<file path="config.mk">
export PLATFORM = sky130hd
export DESIGN_NAME = gdrv_seq
export DESIGN_NICKNAME = d
export VERILOG_FILES = /design/src/rtl/gdrv_seq_pkg.sv /design/src/rtl/gdrv_en_sync.sv /design/src/rtl/gdrv_start_timer.sv /design/src/rtl/gdrv_pulse_shaper.sv /design/src/rtl/gdrv_seq.sv
export SDC_FILE = /design/constraint.sdc
export NUM_CORES = 1
export LEC_CHECK = 0
export BUFFER_PORTS_ARGS = -buffer_cell sky130_fd_sc_hd__buf_2
export CORE_MARGIN = 5
export CORE_UTILIZATION = 45
export CTS_BUF_LIST = sky130_fd_sc_hd__clkbuf_2 sky130_fd_sc_hd__clkbuf_4 sky130_fd_sc_hd__clkbuf_8
export DETAILED_ROUTE_END_ITERATION = 7
export PLACE_DENSITY_LB_ADDON = 0.12
export SYNTH_ARGS = -nofsm -noshare
export SYNTH_HDL_FRONTEND = slang
export SYNTH_SLANG_ARGS = --single-unit
</file>
<file path="constraint.sdc">
create_clock -name clk -period 2.57 [get_ports clk]
set_clock_uncertainty 0.1 [all_clocks]
set_input_delay 0 -clock clk [delete_from_list [all_inputs] [get_ports clk]]
set_output_delay 0 -clock clk [all_outputs]
set_load 0.02 [all_outputs]
</file>
<file path="src/rtl/gdrv_seq_pkg.sv">
package gdrv_seq_pkg;

    typedef enum logic [2:0] {
        ST_UVLO  = 3'd0,  // primary supply bad
        ST_DELAY = 3'd1,  // start timer running
        ST_IDLE  = 3'd2,  // bus released, waiting for enable to read high
        ST_BIAS  = 3'd3,  // enabled, waiting for secondary supply good
        ST_ARM   = 3'd4,  // waiting for pwm low before the first edge
        ST_RUN   = 3'd5   // following pwm with width limits
    } seq_state_e;

    function automatic logic holds_bus(seq_state_e s);
        return (s == ST_UVLO) || (s == ST_DELAY);
    endfunction

endpackage

</file>
<file path="src/rtl/gdrv_en_sync.sv">
module gdrv_en_sync #(
    parameter int STAGES = 2
) (
    input  logic clk,
    input  logic rst_n,
    input  logic din,
    output logic dout
);
    logic [STAGES-1:0] sr_d, sr_q;

    always_comb begin
        sr_d[0] = din;
        for (int i = 1; i < STAGES; i++) begin
            sr_d[i] = sr_q[i-1];
        end
    end

    always_ff @(posedge clk or negedge rst_n) begin
        if (!rst_n) sr_q <= '0;
        else        sr_q <= sr_d;
    end

    assign dout = sr_q[STAGES-1];
endmodule

</file>
<file path="src/rtl/gdrv_start_timer.sv">
module gdrv_start_timer #(
    parameter int START_CYC = 25000
) (
    input  logic clk,
    input  logic rst_n,
    input  logic run,
    output logic done
);
    localparam int TW = (START_CYC > 1) ? $clog2(START_CYC) : 1;
    localparam logic [TW-1:0] LAST = TW'(START_CYC - 1);

    logic [TW-1:0] cnt_d, cnt_q;

    always_comb begin
        if (!run)              cnt_d = '0;
        else if (cnt_q == LAST) cnt_d = cnt_q;
        else                   cnt_d = cnt_q + 1'b1;
    end

    always_ff @(posedge clk or negedge rst_n) begin
        if (!rst_n) cnt_q <= '0;
        else        cnt_q <= cnt_d;
    end

    assign done = run && (cnt_q == LAST);
endmodule

</file>
<file path="src/rtl/gdrv_pulse_shaper.sv">
module gdrv_pulse_shaper #(
    parameter int MIN_ON_CYC  = 3,
    parameter int MIN_OFF_CYC = 8
) (
    input  logic clk,
    input  logic rst_n,
    input  logic allow,
    input  logic pwm,
    output logic pu_q,
    output logic pd_q
);
    localparam int ONW  = (MIN_ON_CYC > 1)  ? $clog2(MIN_ON_CYC)  : 1;
    localparam int OFFW = (MIN_OFF_CYC > 1) ? $clog2(MIN_OFF_CYC) : 1;
    localparam logic [ONW-1:0]  ON_LIM  = ONW'(MIN_ON_CYC - 1);
    localparam logic [OFFW-1:0] OFF_LIM = OFFW'(MIN_OFF_CYC - 1);

    typedef struct packed {
        logic            pu;
        logic            pd;
        logic [ONW-1:0]  on_cnt;
        logic [OFFW-1:0] off_cnt;
    } shp_t;

    shp_t s_d, s_q;
    logic on_ok, off_ok, hi_nxt;

    always_comb begin
        on_ok  = (s_q.on_cnt >= ON_LIM);
        off_ok = (s_q.off_cnt >= OFF_LIM);
        if (!allow)      hi_nxt = 1'b0;
        else if (s_q.pu) hi_nxt = pwm || !on_ok;
        else             hi_nxt = pwm && off_ok;

        s_d    = s_q;
        s_d.pu = hi_nxt;
        s_d.pd = !hi_nxt;
        if (s_q.pu) begin
            s_d.off_cnt = '0;
            s_d.on_cnt  = on_ok ? s_q.on_cnt : s_q.on_cnt + 1'b1;
        end else begin
            s_d.on_cnt  = '0;
            s_d.off_cnt = off_ok ? s_q.off_cnt : s_q.off_cnt + 1'b1;
        end
    end

    always_ff @(posedge clk or negedge rst_n) begin
        if (!rst_n) begin
            s_q.pu      <= 1'b0;
            s_q.pd      <= 1'b1;
            s_q.on_cnt  <= '0;
            s_q.off_cnt <= OFF_LIM;
        end else begin
            s_q <= s_d;
        end
    end

    assign pu_q = s_q.pu;
    assign pd_q = s_q.pd;
endmodule

</file>
<file path="src/rtl/gdrv_seq.sv">
module gdrv_seq #(
    parameter int START_CYC   = 25000,
    parameter int MIN_ON_CYC  = 3,
    parameter int MIN_OFF_CYC = 8,
    parameter int SYNC_STAGES = 2
) (
    input  logic clk,
    input  logic rst_n,
    input  logic pwm_in,
    input  logic en_bus_in,
    input  logic pri_uv,
    input  logic sec_uv,
    output logic drv_hi,
    output logic drv_lo,
    output logic en_pull_lo
);
    import gdrv_seq_pkg::*;

    typedef struct packed {
        seq_state_e state;
    } ctl_t;

    ctl_t ctl_d, ctl_q;
    logic en_sync, tmr_done, pull_q, en_seen, allow;

    gdrv_en_sync #(.STAGES(SYNC_STAGES)) i_sync (
        .clk  (clk),
        .rst_n(rst_n),
        .din  (en_bus_in),
        .dout (en_sync)
    );

    gdrv_start_timer #(.START_CYC(START_CYC)) i_tmr (
        .clk  (clk),
        .rst_n(rst_n),
        .run  (ctl_q.state == ST_DELAY),
        .done (tmr_done)
    );

    // own pull comes from a flop, so the readback never loops combinationally
    assign pull_q  = holds_bus(ctl_q.state);
    assign en_seen = en_sync && !pull_q;

    always_comb begin
        ctl_d = ctl_q;
        if (pri_uv) begin
            ctl_d.state = ST_UVLO;
        end else begin
            unique case (ctl_q.state)
                ST_UVLO:  ctl_d.state = ST_DELAY;
                ST_DELAY: if (tmr_done) ctl_d.state = ST_IDLE;
                ST_IDLE:  if (en_seen) ctl_d.state = ST_BIAS;
                ST_BIAS: begin
                    if (!en_seen)     ctl_d.state = ST_IDLE;
                    else if (!sec_uv) ctl_d.state = ST_ARM;
                end
                ST_ARM: begin
                    if (!en_seen)    ctl_d.state = ST_IDLE;
                    else if (sec_uv) ctl_d.state = ST_DELAY;
                    else if (!pwm_in) ctl_d.state = ST_RUN;
                end
                ST_RUN: begin
                    if (!en_seen)    ctl_d.state = ST_IDLE;
                    else if (sec_uv) ctl_d.state = ST_DELAY;
                end
                default: ctl_d.state = ST_UVLO;
            endcase
        end
    end

    always_ff @(posedge clk or negedge rst_n) begin
        if (!rst_n) ctl_q.state <= ST_UVLO;
        else        ctl_q <= ctl_d;
    end

    assign allow = (ctl_d.state == ST_RUN);

    gdrv_pulse_shaper #(
        .MIN_ON_CYC (MIN_ON_CYC),
        .MIN_OFF_CYC(MIN_OFF_CYC)
    ) i_shp (
        .clk  (clk),
        .rst_n(rst_n),
        .allow(allow),
        .pwm  (pwm_in),
        .pu_q (drv_hi),
        .pd_q (drv_lo)
    );

    assign en_pull_lo = pull_q;
endmodule

</file>
==> run_results.csv, run 1 <==
group,metric,value,unit
status,outcome,"complete, no violations",
critical_path,critical_path.reg2reg.endpoint,"ctl_q[1]",
global_routing,grt_max_degree,28,
critical_path,worstPathMaxFanout,6,
drt,final_antenna_net_count,0,
critical_path,r2r_slack,270,ps
global_routing,vias_in_the_first_global_route,846,
timing,worst_slew_margin_rel,60.1,%
die,placementRows,19,
synth,post_synth_instance_area,1330,um^2
cells_and_area,layout.filler_cells,262,
die,die_area,4140,um^2
clock_network,clock_buffer_depth,2,
critical_path,critical_path_required,2710,ps
pwr,irDropWorstVdd,0.410,mV
timing,fin_crit_sh,89.7,%
drt,drc_errors,0,
clock_network,clock_tree_from_tritoncts,"built",
critical_path,worstReg2RegStart,"i_tmr.cnt_q[0]",
timing,finalSetupTns,0,ps
die,floorplan.initialDensity,47.4,%
placed_design,routabilityCongestion,0.792,
synth,synthDistinctLibCells,34,
drt,postRouteWirelength,2270,um
timing,final-max-slew-violation-count,0,
critical_path,critPathLaunchType,"register",
critical_path,worst_setup_path_startpoint,"i_tmr.cnt_q[0]",
pwr,p_leak,0.660,nW
cells_and_area,layout-area-overhead-vs-synth,10.2,%
synth,ys_dominant_reg_cell,"sky130_fd_sc_hd__dfrtp_1",
synth,synth-warning-count,0,
timing,setup_ws,265,ps
drt,drt_first_pass_iters,4,
cells_and_area,design.final.nets,155,
synth,synthesized_instance_count,130,
timing,setup_viol,0,
die,floorplan.core_area,2810,um^2
clock_network,ctsRootBufferMaster,"sky130_fd_sc_hd__clkbuf_4",
timing,setup_repair_after_global_routing_missed_its_margin,"false",
synth,syn-mean-instance-area,10.2,um^2
die,floorplan.io_pins,9,
critical_path,worst-path-buf-inv,1,
drt,total_vias_in_the_final_route,919,
critical_path,cpPeakStageDelay,560,ps
critical_path,critical_path.endpoint_type,"register",
clock_network,post-cts-setup-buffer-count,0,
drt,route.detailed.vias_per_inst,5.25,
die,die_h,64.3,um
min_path,holdCritPathClass,"primary input to asynchronous set/reset pin",
clock_network,clock-sinks,27,
cells_and_area,commonest_cells_after_routing_fill_and_taps_aside,"sky130_fd_sc_hd__dfrtp_1 (23), sky130_fd_sc_hd__nor2_1 (20), sky130_fd_sc_hd__xor2_1 (10)",
placed_design,dp_hpwl,1560,um
cells_and_area,layout_commonest_cell,"sky130_fd_sc_hd__dfrtp_1",
synth,async_flop_share,100,%
global_routing,antenna_found_initial,0,
critical_path,critical_path_type,"register to register",
timing,fmax,434,MHz
drt,detailedRoute.firstIterationViolations,36,
clock_network,cts_buffers,3,
critical_path,cp_data_arrival_time,2440,ps
synth,yosysSeqAreaShare,51.2,%
global_routing,grt_pass1_wl,3810,um
timing,transition_time_at_the_pin_with_the_least_slew_margin,598,ps
critical_path,worst_path_dominant_cell_family,"simple AND/OR/NAND/NOR gates",
timing,fin_crit,2300,ps
global_routing,overflow,0,
global_routing,grtUsageTotal,11.7,%
drt,routed_wire_length_per_instance,12.9,um
clock_network,clkTransAtPathRegs,150,ps
placed_design,preCtsSetupSlack,622,ps
cells_and_area,layout-drive-gt1-share,12.5,%
run,max_cap_viol_count,0,
critical_path,ff2ff_path_depth,6,
timing,final-hold-violation-count,0,
cells_and_area,insertedDiodeCount,0,
synth,synth_fp_nets,140,
critical_path,cp.depth,6,
die,die-width,64.3,um
clock_network,clk-insertion-delay-late,330,ps
clock_network,clock_tree.htree_level_count,1,
synth,synth_seq_cells,27,
synth,number_of_enable_flip_flop_cells_after_synthesis,0,
placed_design,placement.io_buffers,8,
critical_path,critPathSlowestCell,"sky130_fd_sc_hd__dlygate4sd3_1",
critical_path,crit_chain,"ha_1, and3_1, and4_1, a221oi_1, nor2_1, dlygate4sd3_1",
pwr,powerDensity,464,nW/um^2
==> per-stage QoR <==
stage	hold slack, ps	utilization, %	instances	area (um^2)	power [mW]
after floorplan	-396	-	130	1330	0.477
after global placement	-62.1	49.1	165	1380	0.497
after detailed placement	-50.1	49.1	165	1380	0.500
after CTS	95.7	52.2	175	1460	0.697
after global routing	102	52.2	175	1460	0.727
final	83.0	52.2	175	1460	0.680
==> cells in the mapped netlist, types with 3 or more instances <==
| master | count | area share (%) |
|---|---|---|
| sky130_fd_sc_hd__nor2_1 | 20 | 5.6 |
| sky130_fd_sc_hd__nand3_1 | 8 | 3.0 |
| sky130_fd_sc_hd__dfrtp_1 | 23 | 43 |
| sky130_fd_sc_hd__a21oi_1 | 6 | 2.3 |
| sky130_fd_sc_hd__dfstp_2 | 4 | 7.9 |
| sky130_fd_sc_hd__and3_1 | 3 | 1.4 |
| sky130_fd_sc_hd__or3_1 | 4 | 1.9 |
| sky130_fd_sc_hd__ha_1 | 4 | 3.8 |
| sky130_fd_sc_hd__nand4_1 | 4 | 1.9 |
| sky130_fd_sc_hd__and2_1 | 3 | 1.4 |
| sky130_fd_sc_hd__inv_1 | 4 | 1.1 |
| sky130_fd_sc_hd__nand2_1 | 7 | 2.0 |
| sky130_fd_sc_hd__xor2_1 | 10 | 6.6 |
| sky130_fd_sc_hd__o21ai_0 | 3 | 1.1 |
==> cell type report <==
cell class	count	area, um^2	area share [%]
clock buffers	3	22.5	1.54
clock inverters	1	5.00	0.342
inverters	4	15.0	1.03
multi-input cells	95	602	41.1
flip-flops and latches	27	681	46.5
well taps	31	38.8	2.65
repair buffers	14	100	6.84
==> sequential cells by signal (all words and copies together), names as in the netlist <==
| signal | cells |
|---|---|
| i_sync.sr_q | 2 |
| i_shp.pd_q | 1 |
| ctl_q | 3 |
| i_tmr.cnt_q | 15 |
| i_shp.s_q | 5 |
| i_shp.pu_q | 1 |
==> timing repair <==
action                                 4_1_cts  5_1_grt
hold buffers                                 6        0
setup endpoints to repair                    0        0
gates resized for setup                      0        0
endpoints found under the hold margin       33        0
==> kinds of logic after synthesis <==
family	Yosys count	share of synthesized area [%]
AOI/OAI and AO/OA	16	7.82
xor gates and xnor gates	12	7.91
adders and majority gates	4	3.77
buffers and inverters	8	3.48
DFF	27	51.2
muxes	1	0.753
and+or+nand+nor	62	25.0
==> layer usage <==
| metal | wire length, um | track usage, % | part of all wire, % |
|---|---|---|---|
| met5 | 0 | 0 | 0 |
| met4 | 23 | 3.17 | 1.0 |
| met3 | 79 | 4.38 | 3.5 |
| met2 | 1020 | 18.4 | 45 |
| met1 | 1140 | 15.0 | 50 |
==> power breakdown <==
| part | leakage (nW) | internal, mW | switching, mW |
|---|---|---|---|
| Clock | 0.0177 | 0.0585 | 0.125 |
| Combinational | 0.290 | 0.0203 | 0.0270 |
| Sequential | 0.353 | 0.436 | 0.0128 |
| Total | 0.660 | 0.515 | 0.165 |
==> worst max-delay path by stage <==
stage | to | slack, ps
2_1_floorplan | i_shp.pd_q | 670
3_3_place_gp | i_shp.pd_q | 700
3_5_place_dp | i_shp.pd_q | 620
4_1_cts | ctl_q[1] | 270
5_1_grt | ctl_q[1] | 170
6_report | ctl_q[1] | 270
Power figures use the tool's default switching activity.
==> run 2: changes to the inputs <==
--- a/config.mk
+++ b/config.mk
@@ -5,6 +5,7 @@
 export SDC_FILE = /design/constraint.sdc
 export NUM_CORES = 1
 export LEC_CHECK = 0
+export ABC_AREA = 1
 export BUFFER_PORTS_ARGS = -buffer_cell sky130_fd_sc_hd__buf_2
 export CORE_MARGIN = 5
 export CORE_UTILIZATION = 45
==> run 2 against run 1 <==
  * Non-clock buffer count down 1
  * Sequential power down 3%
  * Via count up 36%
  * Cell area up 16%
  * Die area up 14%
  * Setup slack better by 220 ps
  * Sequential share of layout area down 6.5 points
  * Critical endpoint unchanged
  * Highest routed layer unchanged
==> run_results.csv, run 2 <==
group,metric,value,unit
cells_and_area,largest_register_ff_count,15,
synth,synth-warning-count,0,
critical_path,cpPeakStageDelay,560,ps
critical_path,critPathLaunchType,"register",
die,die_h,68.6,um
clock_network,ctsRootBufferMaster,"sky130_fd_sc_hd__clkbuf_4",
pwr,irDropWorstVdd,0.233,mV
cells_and_area,reg_top3,"i_tmr.cnt_q (15), i_shp.s_q (5), ctl_q (3)",
global_routing,antenna_found_initial,0,
timing,setup_viol,0,
status,outcome,"complete, no violations",
critical_path,critPathSlowestCell,"sky130_fd_sc_hd__dlygate4sd3_1",
pwr,total_power,0.674,mW
global_routing,vias_in_the_first_global_route,1262,
synth,synthDistinctLibCells,27,
drt,drt_first_pass_iters,4,
min_path,endpoint_with_the_worst_hold_slack,"i_shp.pd_q",
critical_path,critical_path_type,"register to register",
run,max_cap_viol_count,0,
synth,async_flop_share,100,%
synth,yosys-mux-area-fraction,1.29,%
critical_path,worstPathMaxFanout,13,
die,floorplan.initialDensity,46.3,%
synth,synth-xor-area-share,0.566,%
synth,yosys-top-cells-area,"sky130_fd_sc_hd__dfrtp_1 (37%), sky130_fd_sc_hd__nand2_1 (8.0%), sky130_fd_sc_hd__inv_1 (7.3%)",
global_routing,grt_pass1_wl,5280,um
synth,yosysSeqAreaShare,44.0,%
clock_network,cts_hold_buffers,5,
clock_network,clkTransAtPathRegs,160,ps
drt,drc_errors,0,
critical_path,r2r_slack,480,ps
placed_design,placement.io_buffers,8,
min_path,hold-path-cell-count,6,
global_routing,overflow,0,
min_path,holdCritPathClass,"primary input to register",
synth,synthesized_instance_count,199,
timing,fin_crit,2090,ps
clock_network,clock_buffer_depth,2,
synth,synth_seq_cells,27,
critical_path,cp_data_arrival_time,2270,ps
pwr,power_switching_share,24.7,%
timing,fin_crit_sh,81.3,%
critical_path,critical_path_required,2750,ps
drt,route.detailed.vias_per_inst,4.82,
synth,ys_dominant_reg_cell,"sky130_fd_sc_hd__dfrtp_1",
pwr,power.net_switching,0.166,mW
clock_network,clk-insertion-delay-late,330,ps
die,placementRows,21,
cells_and_area,commonest_cells_after_routing_fill_and_taps_aside,"sky130_fd_sc_hd__nand2_1 (33), sky130_fd_sc_hd__inv_1 (30), sky130_fd_sc_hd__nor2_1 (23), sky130_fd_sc_hd__dfrtp_1 (23), sky130_fd_sc_hd__nand3_1 (19)",
pwr,cellInternalPower,0.507,mW
synth,syn-mean-instance-area,7.77,um^2
synth,post_synth_fa_ha_maj_area_fraction,3.24,%
critical_path,ff2ff_path_depth,4,
timing,transition_time_at_the_pin_with_the_least_slew_margin,585,ps
clock_network,post_cts.resized_instances,0,
synth,synth-compound-area-share,8.50,%
pwr,combinationalPowerShare,7.0,%
critical_path,worstReg2RegStart,"ctl_q[1]",
clock_network,post-cts-setup-buffer-count,0,
die,floorplan.core_area,3340,um^2
die,die_area,4710,um^2
synth,post_synth_instance_area,1550,um^2
cells_and_area,layout-drive-gt1-share,18.7,%
timing,fmax,479,MHz
clock_network,cts_buffers,3,
placed_design,routabilityCongestion,0.985,
synth,synth.cells.most_frequent,"sky130_fd_sc_hd__nand2_1 (33), sky130_fd_sc_hd__inv_1 (30), sky130_fd_sc_hd__dfrtp_1 (23), sky130_fd_sc_hd__nor2_1 (23), sky130_fd_sc_hd__nand3_1 (19)",
synth,share_of_synthesized_cell_area_in_and_or_nand_and_nor_gates,32.4,%
synth,synth_fp_nets,209,
timing,final-hold-violation-count,0,
clock_network,clock-sinks,27,
timing,finalHoldWorstSlack,20.0,ps
drt,detailedRoute.firstIterationViolations,59,
cells_and_area,registers.top_by_ff_count,"i_tmr.cnt_q",
drt,routed_wire_length_per_instance,11.0,um
pwr,p_leak,0.825,nW
timing,setup_repair_after_global_routing_missed_its_margin,"false",
placed_design,dp_hpwl,2270,um
synth,synthDominantAreaCellType,"sky130_fd_sc_hd__dfrtp_1",
drt,total_vias_in_the_final_route,1252,
min_path,min_from,"pwm_in",
critical_path,crit_chain,"nor3_4, nand3_1, a31oi_1, dlygate4sd3_1",
cells_and_area,layout_commonest_cell,"sky130_fd_sc_hd__nand2_1",
drt,final_antenna_net_count,0,
timing,final-max-slew-violation-count,0,
synth,synth_top_family_by_area,"simple AND/OR/NAND/NOR gates",
critical_path,critical_path.endpoint_type,"register",
cells_and_area,design.final.nets,225,
cells_and_area,insertedDiodeCount,0,
timing,worst_slew_margin_rel,61.0,%
global_routing,grtUsageTotal,14.7,%
pwr,power.clock.fraction,28.1,%
synth,number_of_enable_flip_flop_cells_after_synthesis,0,
clock_network,clock_tree_from_tritoncts,"built",
drt,postRouteWirelength,2860,um
pwr,powerDensity,396,nW/um^2
die,die-width,68.6,um
die,floorplan.io_pins,9,
synth,post-synth-top-count-cell,"sky130_fd_sc_hd__nand2_1",
pwr,seq_power_share,64.9,%
clock_network,clock_tree.htree_level_count,1,
synth,synth_largest_type_area_fraction,37.2,%
critical_path,critical_path.reg2reg.endpoint,"ctl_q[1]",
global_routing,grt_max_degree,28,
cells_and_area,layout-area-overhead-vs-synth,10.1,%
timing,finalSetupTns,0,ps
## run 2: cell types whose count changed in the layout (fill, tap and decap cells not counted), moves of 3 or more
| cell | delta |
|---|---|
| sky130_fd_sc_hd__inv_2 | +6 |
| sky130_fd_sc_hd__nand3_1 | +11 |
| sky130_fd_sc_hd__nor2_1 | +3 |
| sky130_fd_sc_hd__nand2_1 | +26 |
| sky130_fd_sc_hd__or3_1 | -4 |
| sky130_fd_sc_hd__nor2_2 | +7 |
| sky130_fd_sc_hd__and3_1 | -3 |
| sky130_fd_sc_hd__and2_1 | -3 |
| sky130_fd_sc_hd__nand2_2 | +5 |
| sky130_fd_sc_hd__a21oi_1 | +4 |
| sky130_fd_sc_hd__o21ai_0 | +8 |
| sky130_fd_sc_hd__xor2_1 | -9 |
| sky130_fd_sc_hd__inv_1 | +26 |
## run 2: worst max-delay path by stage
stage                    from              end  slack [ps]  cells after the start
2_1_floorplan    i_shp.s_q[4]       i_shp.pu_q        1100                      7
3_3_place_gp   i_tmr.cnt_q[0]  i_tmr.cnt_q[10]        1040                      9
3_5_place_dp         ctl_q[1]   i_tmr.cnt_q[1]         990                      3
4_1_cts              ctl_q[1]         ctl_q[1]         460                      4
5_1_grt              ctl_q[1]         ctl_q[1]         280                      4
6_report             ctl_q[1]         ctl_q[1]         480                      4
## run 2: stage by stage
stage	utilization, %	area, um^2	worst slack (ps)	std cells
final	51.0	1700	481	260
after floorplan	-	1550	1100	199
after CTS	51.0	1700	457	260
after global routing	51.0	1700	281	260
after global placement	48.7	1630	1040	251
after detailed placement	48.7	1630	991	251
## run 2: power by group through the flow
stage | clock (mW) | combinational, mW | sequential [mW]
2_1_floorplan | 0 | 0.0271 | 0.444
3_3_place_gp | 0 | 0.0433 | 0.445
3_5_place_dp | 0 | 0.0439 | 0.445
4_1_cts | 0.194 | 0.0485 | 0.438
5_1_grt | 0.210 | 0.0556 | 0.439
6_report | 0.189 | 0.0470 | 0.437
## run 2: area by class of cell
class	instances	area, um^2
clock inverters	1	5.00
fillers	347	1630
inverters	36	135
repair buffers	13	90.1
clock buffers	3	22.5
flip-flops and latches	27	681
multi-input cells	134	712
well taps	46	57.6
## run 2: routing by layer
layer / up-vias / track usage (%) / wire, um
li1: 664 / - / -
met1: 571 / 18.9 / 1360
met2: 15 / 25.5 / 1410
met3: 2 / 1.94 / 70
met4: 0 / 4.47 / 16
met5: - / 0 / 0
## run 2: worst max-delay path: cells and delay by family, from the launching register on
family	cells	cell delay (ps)
compound gates	1	150
simple gates	2	680
flops	1	550
buf+inv	1	560
## run 2: cells by family (layout without fill, tap and decap cells)
family	Yosys count	in the layout
flip-flops	27	27
AO/OA/AOI/OAI	25	25
AND/OR/NAND/NOR	102	102
multiplexers	2	2
buffers and inverters	38	53
XOR/XNOR	1	1
adder cells (fa/ha/maj)	4	4
